### src/rtl/irq_level_arbiter.sv
module irq_level_arbiter #(
  parameter int NSRC = 16,
  parameter int AW   = (NSRC > 1) ? $clog2(NSRC) : 1
) (
  input  logic            clk,
  input  logic            rst_n,
  input  logic [AW-1:0]   reg_addr,
  input  logic            reg_wr,
  input  logic [7:0]      reg_wdata,
  output logic [7:0]      reg_rdata,
  input  logic [NSRC-1:0] src_req,
  input  logic            glb_en,
  input  logic [2:0]      cpu_lvl,
  input  logic            ack,
  output logic            irq,
  output logic [AW-1:0]   win_idx,
  output logic [2:0]      win_lvl
);

  logic [2:0]      lvls [NSRC];
  logic [NSRC-1:0] flags;
  logic [NSRC-1:0] elig;
  logic            any_elig;
  logic            addr_ok;

  assign addr_ok = int'(reg_addr) < NSRC;

  for (genvar g = 0; g < NSRC; g++) begin : g_src
    logic hit;
    assign hit     = reg_wr && addr_ok && (int'(reg_addr) == g);
    assign elig[g] = flags[g] && (lvls[g] > cpu_lvl);

    always_ff @(posedge clk or negedge rst_n) begin
      if (!rst_n) begin
        lvls[g]  <= 3'd0;
        flags[g] <= 1'b0;
      end else begin
        if (hit) lvls[g] <= reg_wdata[2:0];
        if (src_req[g])
          flags[g] <= 1'b1;
        else if ((ack && irq && int'(win_idx) == g) || (hit && !reg_wdata[3]))
          flags[g] <= 1'b0;
      end
    end

    a_r7_set_wins: assert property (@(posedge clk) disable iff (!rst_n)
      src_req[g] |=> flags[g]);
  end

  always_comb begin
    any_elig = 1'b0;
    win_idx  = '0;
    win_lvl  = 3'd0;
    for (int i = 0; i < NSRC; i++) begin
      if (elig[i] && (!any_elig || lvls[i] > win_lvl)) begin
        any_elig = 1'b1;
        win_idx  = AW'(i);
        win_lvl  = lvls[i];
      end
    end
  end

  assign irq       = glb_en && any_elig;
  assign reg_rdata = addr_ok ? {4'b0000, flags[reg_addr], lvls[reg_addr]} : 8'h00;

  a_r4_one_never_sets: assert property (@(posedge clk) disable iff (!rst_n)
    (reg_wr && addr_ok && reg_wdata[3] && !flags[reg_addr] && !src_req[reg_addr])
    |=> !flags[$past(reg_addr)]);

  a_r8_ack_clears: assert property (@(posedge clk) disable iff (!rst_n)
    (ack && irq && !src_req[win_idx]) |=> !flags[$past(win_idx)]);

  a_r5_winner_eligible: assert property (@(posedge clk) disable iff (!rst_n)
    irq |-> (flags[win_idx] && lvls[win_idx] > cpu_lvl));

  a_r3_no_level0_win: assert property (@(posedge clk) disable iff (!rst_n)
    irq |-> (win_lvl != 3'd0));

endmodule

### config.mk
export PLATFORM = sky130hd
export DESIGN_NAME = irq_level_arbiter
export DESIGN_NICKNAME = d
export VERILOG_FILES = /design/src/rtl/irq_level_arbiter.sv
export SDC_FILE = /design/constraint.sdc
export NUM_CORES = 1
export LEC_CHECK = 0
export ABC_AREA = 1
export BUFFER_PORTS_ARGS = -buffer_cell sky130_fd_sc_hd__buf_2
export CORE_UTILIZATION = 39
export CTS_BUF_LIST = sky130_fd_sc_hd__clkbuf_8
export CTS_CLUSTER_DIAMETER = 40
export DETAILED_ROUTE_END_ITERATION = 10
export GPL_TIMING_DRIVEN = 0
export PLACE_DENSITY = 0.67
export REMOVE_ABC_BUFFERS = 1
export SYNTH_ARGS = -nofsm -noshare
export SYNTH_HDL_FRONTEND = slang
export SYNTH_SLANG_ARGS = --single-unit
### constraint.sdc
create_clock -name clk -period 46.8 [get_ports clk]
set_input_delay 11.7 -clock clk [delete_from_list [all_inputs] [get_ports clk]]
set_output_delay 11.7 -clock clk [all_outputs]
set_load 0.05 [all_outputs]
After elaboration in Yosys (flattened, before gate mapping). Cells that the tools add are included.

Magnitude comparators: 33. Equality and inequality tests: 30. Multiplexer cells: 84. Bitwise logic cells: 1. Reduce and logical (&&, ||, !) cells: 146.

Operator list (number): greater-than comparator 3 bit (31); logical AND 1 bit (81); 2-to-1 mux 3 bit (22); == test 4 bit (second input constant) (16); 2-to-1 mux 1 bit (50); == test 4 x 3 -> 1 bit (second input constant) (8); 2-to-1 mux 4 bit (8); nonzero test 2 bit (16); logical OR 1 bit (31); == test 4 x 2 -> 1 bit (second input constant) (4); zero test 1 bit (16); binary-select mux 3 bit (select 4 bit) (1); == test 4 x 1 -> 1 bit (second input constant) (2); zero test 4 bit (2); >= comparator 5 bit (second input constant) (1); less-than comparator 4 x 5 -> 1 bit (second input constant) (1); NOT 4 -> 5 bit (1); binary-select mux 1 bit (select 4 bit) (1); 2-to-1 mux 2 bit (2).

Register bits: 64. Input bits: 36. Output and inout port bits: 16. Word-level logic and storage cells: 326.

Longest topological paths before layout.
Depth in word-level cells: 69. Mapped depth: 149.

Worst setup path after synthesis. OpenSTA, ideal clock, no wires.

Path kind: input -> output. From: input port cpu_lvl[2]. To: output port win_lvl[0]. Data arrival time: 28546 ps. Data required time: 35100 ps. Slack: 6554 ps. Stages: 136. Buffers on the path: 1. Path through: inv_1 > ha_1 > nand3_1 > nand2_1 > nor2_1 > nand2_1 > ha_1 > a21oi_1 > nand2_1 > nand2_1 > nand2_1 > nand2_2 > nand2_1 > nand2_1 > ha_1 > a21oi_1 > o21ai_0 > nand2_1 > [... 100 more ...] > nand2_1 > ha_1 > a21oi_1 > o21ai_0 > nand2_1 > nand2_1 > nand2_1 > inv_1 > nand2_1 > nand2_1 > ha_1 > nand2_1 > o21ai_0 > nand2_1 > nand2_1 > nand2_1 > clkbuf_1 > o21ai_0.

Cells in the longest elaborated chain, start to end: 63.

RTL lines: start, declared (RTL line 13) `input logic [2:0] cpu_lvl,`; greater-than comparator 3 bit (RTL line 31) `assign elig[g] = flags[g] && (lvls[g] > cpu_lvl);`; logical AND 1 bit (RTL line 31); 2-to-1 mux 3 bit or 2-to-1 mux 1 bit (tied branches) (RTL line 55) `if (elig[i] && (!any_elig || lvls[i] > win_lvl)) begin`; greater-than comparator 3 bit or zero test 1 bit (tied branches) (RTL line 55); logical OR 1 bit (RTL line 55); logical AND 1 bit (RTL line 55); 2-to-1 mux 3 bit or 2-to-1 mux 1 bit (tied branches) (RTL line 55); greater-than comparator 3 bit or zero test 1 bit (tied branches) (RTL line 55); [... 47 more ...]; greater-than comparator 3 bit or zero test 1 bit (tied branches) (RTL line 55); logical OR 1 bit (RTL line 55); logical AND 1 bit (RTL line 55); 2-to-1 mux 3 bit or 2-to-1 mux 1 bit (tied branches) (RTL line 55); greater-than comparator 3 bit or zero test 1 bit (tied branches) (RTL line 55); logical OR 1 bit (RTL line 55); logical AND 1 bit (RTL line 55); 2-to-1 mux 3 bit (*) (RTL line 55); end, declared (RTL line 17) `output logic [2:0] win_lvl`.

Mark *: on every way between the ends. The rest lies on a longest branch, timed or not.

Worst setup path in the final report.
From: input port cpu_lvl[1]. To: output port win_idx[2].

Cells in the longest elaborated chain, start to end: 63.

RTL lines: greater-than comparator 3 bit (RTL line 31); logical AND 1 bit (RTL line 31); 2-to-1 mux 3 bit or 2-to-1 mux 1 bit (tied branches) (RTL line 55); greater-than comparator 3 bit or zero test 1 bit (tied branches) (RTL line 55); logical OR 1 bit (RTL line 55); logical AND 1 bit (RTL line 55); 2-to-1 mux 3 bit or 2-to-1 mux 1 bit (tied branches) (RTL line 55); greater-than comparator 3 bit or zero test 1 bit (tied branches) (RTL line 55); [... 47 more ...]; greater-than comparator 3 bit or zero test 1 bit (tied branches) (RTL line 55); logical OR 1 bit (RTL line 55); logical AND 1 bit (RTL line 55); 2-to-1 mux 3 bit or 2-to-1 mux 1 bit (tied branches) (RTL line 55); greater-than comparator 3 bit or zero test 1 bit (tied branches) (RTL line 55); logical OR 1 bit (RTL line 55); logical AND 1 bit (RTL line 55); 2-to-1 mux 4 bit (*) (RTL line 55); end, declared (RTL line 16) `output logic [AW-1:0] win_idx,`.

Marks and branches as above.

==> metrics.csv <==
stage,metric,value,unit
synth,synth_area_leaders,"dfrtp_1, ha_1, nand2_1",
grt,antenna_found_initial,0,
place,place_ws,3730,ps
timing,setup_viol,0,
worst_setup_path,r2r_slack,27290,ps
final_layout,fin_area,6830,µm²
floorplanning,start_util,0.405,
floorplanning,rows,45,
drt,vias,6186,
drt,drtIter0Drc,493,
worst_hold_path,worstHoldStart,lvls[24],
synth,yosysSeqAreaShare,0.256,
final_layout,final_util,0.443,
synth,async_flop_share,1.00,
floorplanning,core,15400,µm²
grt,gr-total-overflow,0,
timing,clock_skew,7.70,ps
timing,rsz0062_at_grt,no,
worst_hold_path,hold_path.class,reg2reg,
floorplanning,die_x,129,µm
drt,ant_nets,0,
final_layout,drive_gt1_frac,0.108,
synth,synthFlopType,dfrtp_1,
timing,fin_crit_sh,0.924,
floorplanning,die_h,129,µm
timing,slew_violations,0,
cts,cts_buffers,9,
drt,vias_per_cell,5.32,
timing,fin_crit,43230,ps
cts,clk_path_buf_depth,2,
grt,first_global_vias,5762,
timing,max_freq,23.1,MHz
floorplanning,ios,52,
cts,path_clk_slew,70,ps
worst_hold_path,min_path_cells,2,
final_layout,seq_area,1600,µm²
synth,synthMostInstantiatedCell,nand2_1,
worst_setup_path,crit_slowest_cell,inv_1,
synth,synth.avg_cell_area,6.90,µm²
final_layout,nFillCells,1660,
drt,drt_wl_total,18500,µm
status,status,"complete, no violations",
synth,yosysWarnings,0,
final_layout,nets,1072,
place,place.gp.congestion,0.891,
cts,postCtsResizedCells,0,
cts,cts_tree,done,
worst_setup_path,cp_slowest_stage_delay,700,ps
final_layout,syn_to_final_growth,9.37,%
worst_setup_path,rr_worst_depth,137,
flow_run,max-cap-violations,0,
place,placed_cell_area,6670,µm²
worst_hold_path,min_to,lvls[24],
cts,hold_buffers,0,
grt,grt_start_max_net_pins,65,
cts,cts_root_buffer,clkbuf_8,
synth,netlist_area,6250,µm²
floorplanning,dieArea,16500,µm²
timing,hold_viol,0,
synth,ys_ff_latch,64,
timing,finalSetupTns,0,ps
cts,htreeDepth,3,
synth,post-synth-top-area-cell,dfrtp_1,
drt,drc,0,
worst_setup_path,startpoint_type,input port,
worst_setup_path,crit_required,35100,ps
worst_setup_path,worstReg2RegStart,lvls[47],
drt,dr.pass1.iters,6,
worst_setup_path,criticalPathCategory,in2out,
grt,grtUsageTotal,0.235,
final_layout,diodes,0,
timing,worstMarginPinSlew,979,ps
synth,synth_edf_count,0,
synth,synth_common_cells,"nand2_1, o21ai_0, inv_1",
grt,grt_pass1_wl,29900,µm
place,dp_hpwl,14100,µm
worst_setup_path,r2r_end,flags[1],
synth,synth_top_cell_area_share,0.256,
cts,clock_latency,350,ps
timing,layout_setup_ws,3570,ps
worst_setup_path,crit_top_cell,nand2_1,
cts,cts_setup_buffers,0,
worst_setup_path,worstPathArrival,31530,ps
worst_setup_path,crit_fanout,16,
drt,wl_per_cell,15.9,µm
cts,clock-sinks,64,
timing,slew_headroom,0.347,
synth,synth_cells,906,
place,port_buffers,43,
final_layout,multi_input_area,4130,µm²
worst_setup_path,endpoint_kind,output pin,
synth,synth.distinct_cells,37,
==> cell families (layout without fill, tap and decap cells) <==
group / count (synthesis) / after routing / synth area share
simple gates: 418 / 418 / 0.311
compound gates: 199 / 199 / 0.174
buf+inv: 137 / 179 / 0.0847
fa+ha+maj: 87 / 87 / 0.174
flops: 64 / 64 / 0.256
other cells: 1 / 4 / 0.000600
==> routing by layer <==
| layer | track usage | share of wire | vias to the layer above |
|---|---|---|---|
| met5 | 0 | 0 | - |
| met4 | 0.0602 | 0.017 | 0 |
| met3 | 0.0316 | 0.062 | 29 |
| met2 | 0.384 | 0.45 | 214 |
| met1 | 0.327 | 0.47 | 2832 |
| li1 | - | - | 3111 |
==> flip-flops by register name, summed over array words and instances (netlist names) <==
register and cells:
flags 16, lvls 48
==> worst max-delay path: cells and delay by family <==
kind / cells / cell delay (ps)
adder cells (fa/ha/maj): 16 / 5000
buffers and inverters: 12 / 1720
AND/OR/NAND/NOR: 79 / 8370
AO/OA/AOI/OAI: 30 / 4720
==> worst max path at each step <==
stage,end,slack (ps),startpoint
2_1_floorplan,win_lvl[0],6600,cpu_lvl[2]
3_3_place_gp,win_idx[2],4030,cpu_lvl[2]
3_5_place_dp,win_idx[2],3730,cpu_lvl[1]
4_1_cts,win_idx[2],3650,cpu_lvl[1]
5_1_grt,win_idx[2],1150,cpu_lvl[1]
6_report,win_idx[2],3570,cpu_lvl[1]
==> cells in the final DEF (no fill, tap or decap) <==
cell and n:
nand2_1 232, nand2_2 10, inv_1 123, or2_1 2
o21ai_2 1, conb_1 4, buf_4 1, nand4_1 8
o21ai_0 129, a211oi_1 8, clkinv_2 1, a21oi_2 1
a21oi_1 29, nand3_2 9, a311oi_1 4, o21ai_1 1
ha_1 87, o22a_2 1, nor2_2 4, a22oi_1 2
or2_2 2, clkbuf_8 11, inv_2 1, buf_2 42
and2_1 5, dfrtp_1 64, nor3_1 1, and2_2 1
o211ai_1 1, o22ai_1 17, nor2_1 57, a21o_1 4
o21bai_1 1, nand2_4 16, nand3_1 67, nand3_4 1
nor2_4 1, nand3b_1 2
==> metrics by stage <==
stage          hold slack (ps)  instances
2_1_floorplan              453        895
3_3_place_gp               467       1149
3_5_place_dp               474       1149
4_1_cts                    491       1162
5_1_grt                    503       1162
6_report                   493       1162
==> layout make-up <==
cell class                 count  area share
clock buffer                  11      0.0222
multi-input combinational    708       0.604
timing repair buffer          43      0.0319
sequential                    64       0.234
inverter                     123      0.0676
clock inverter                 2     0.00128
tap                          211      0.0386
Power is left out: the tool's default activity adds up to more than one toggle a clock period on the data nets, which glitch-free logic cannot reach.
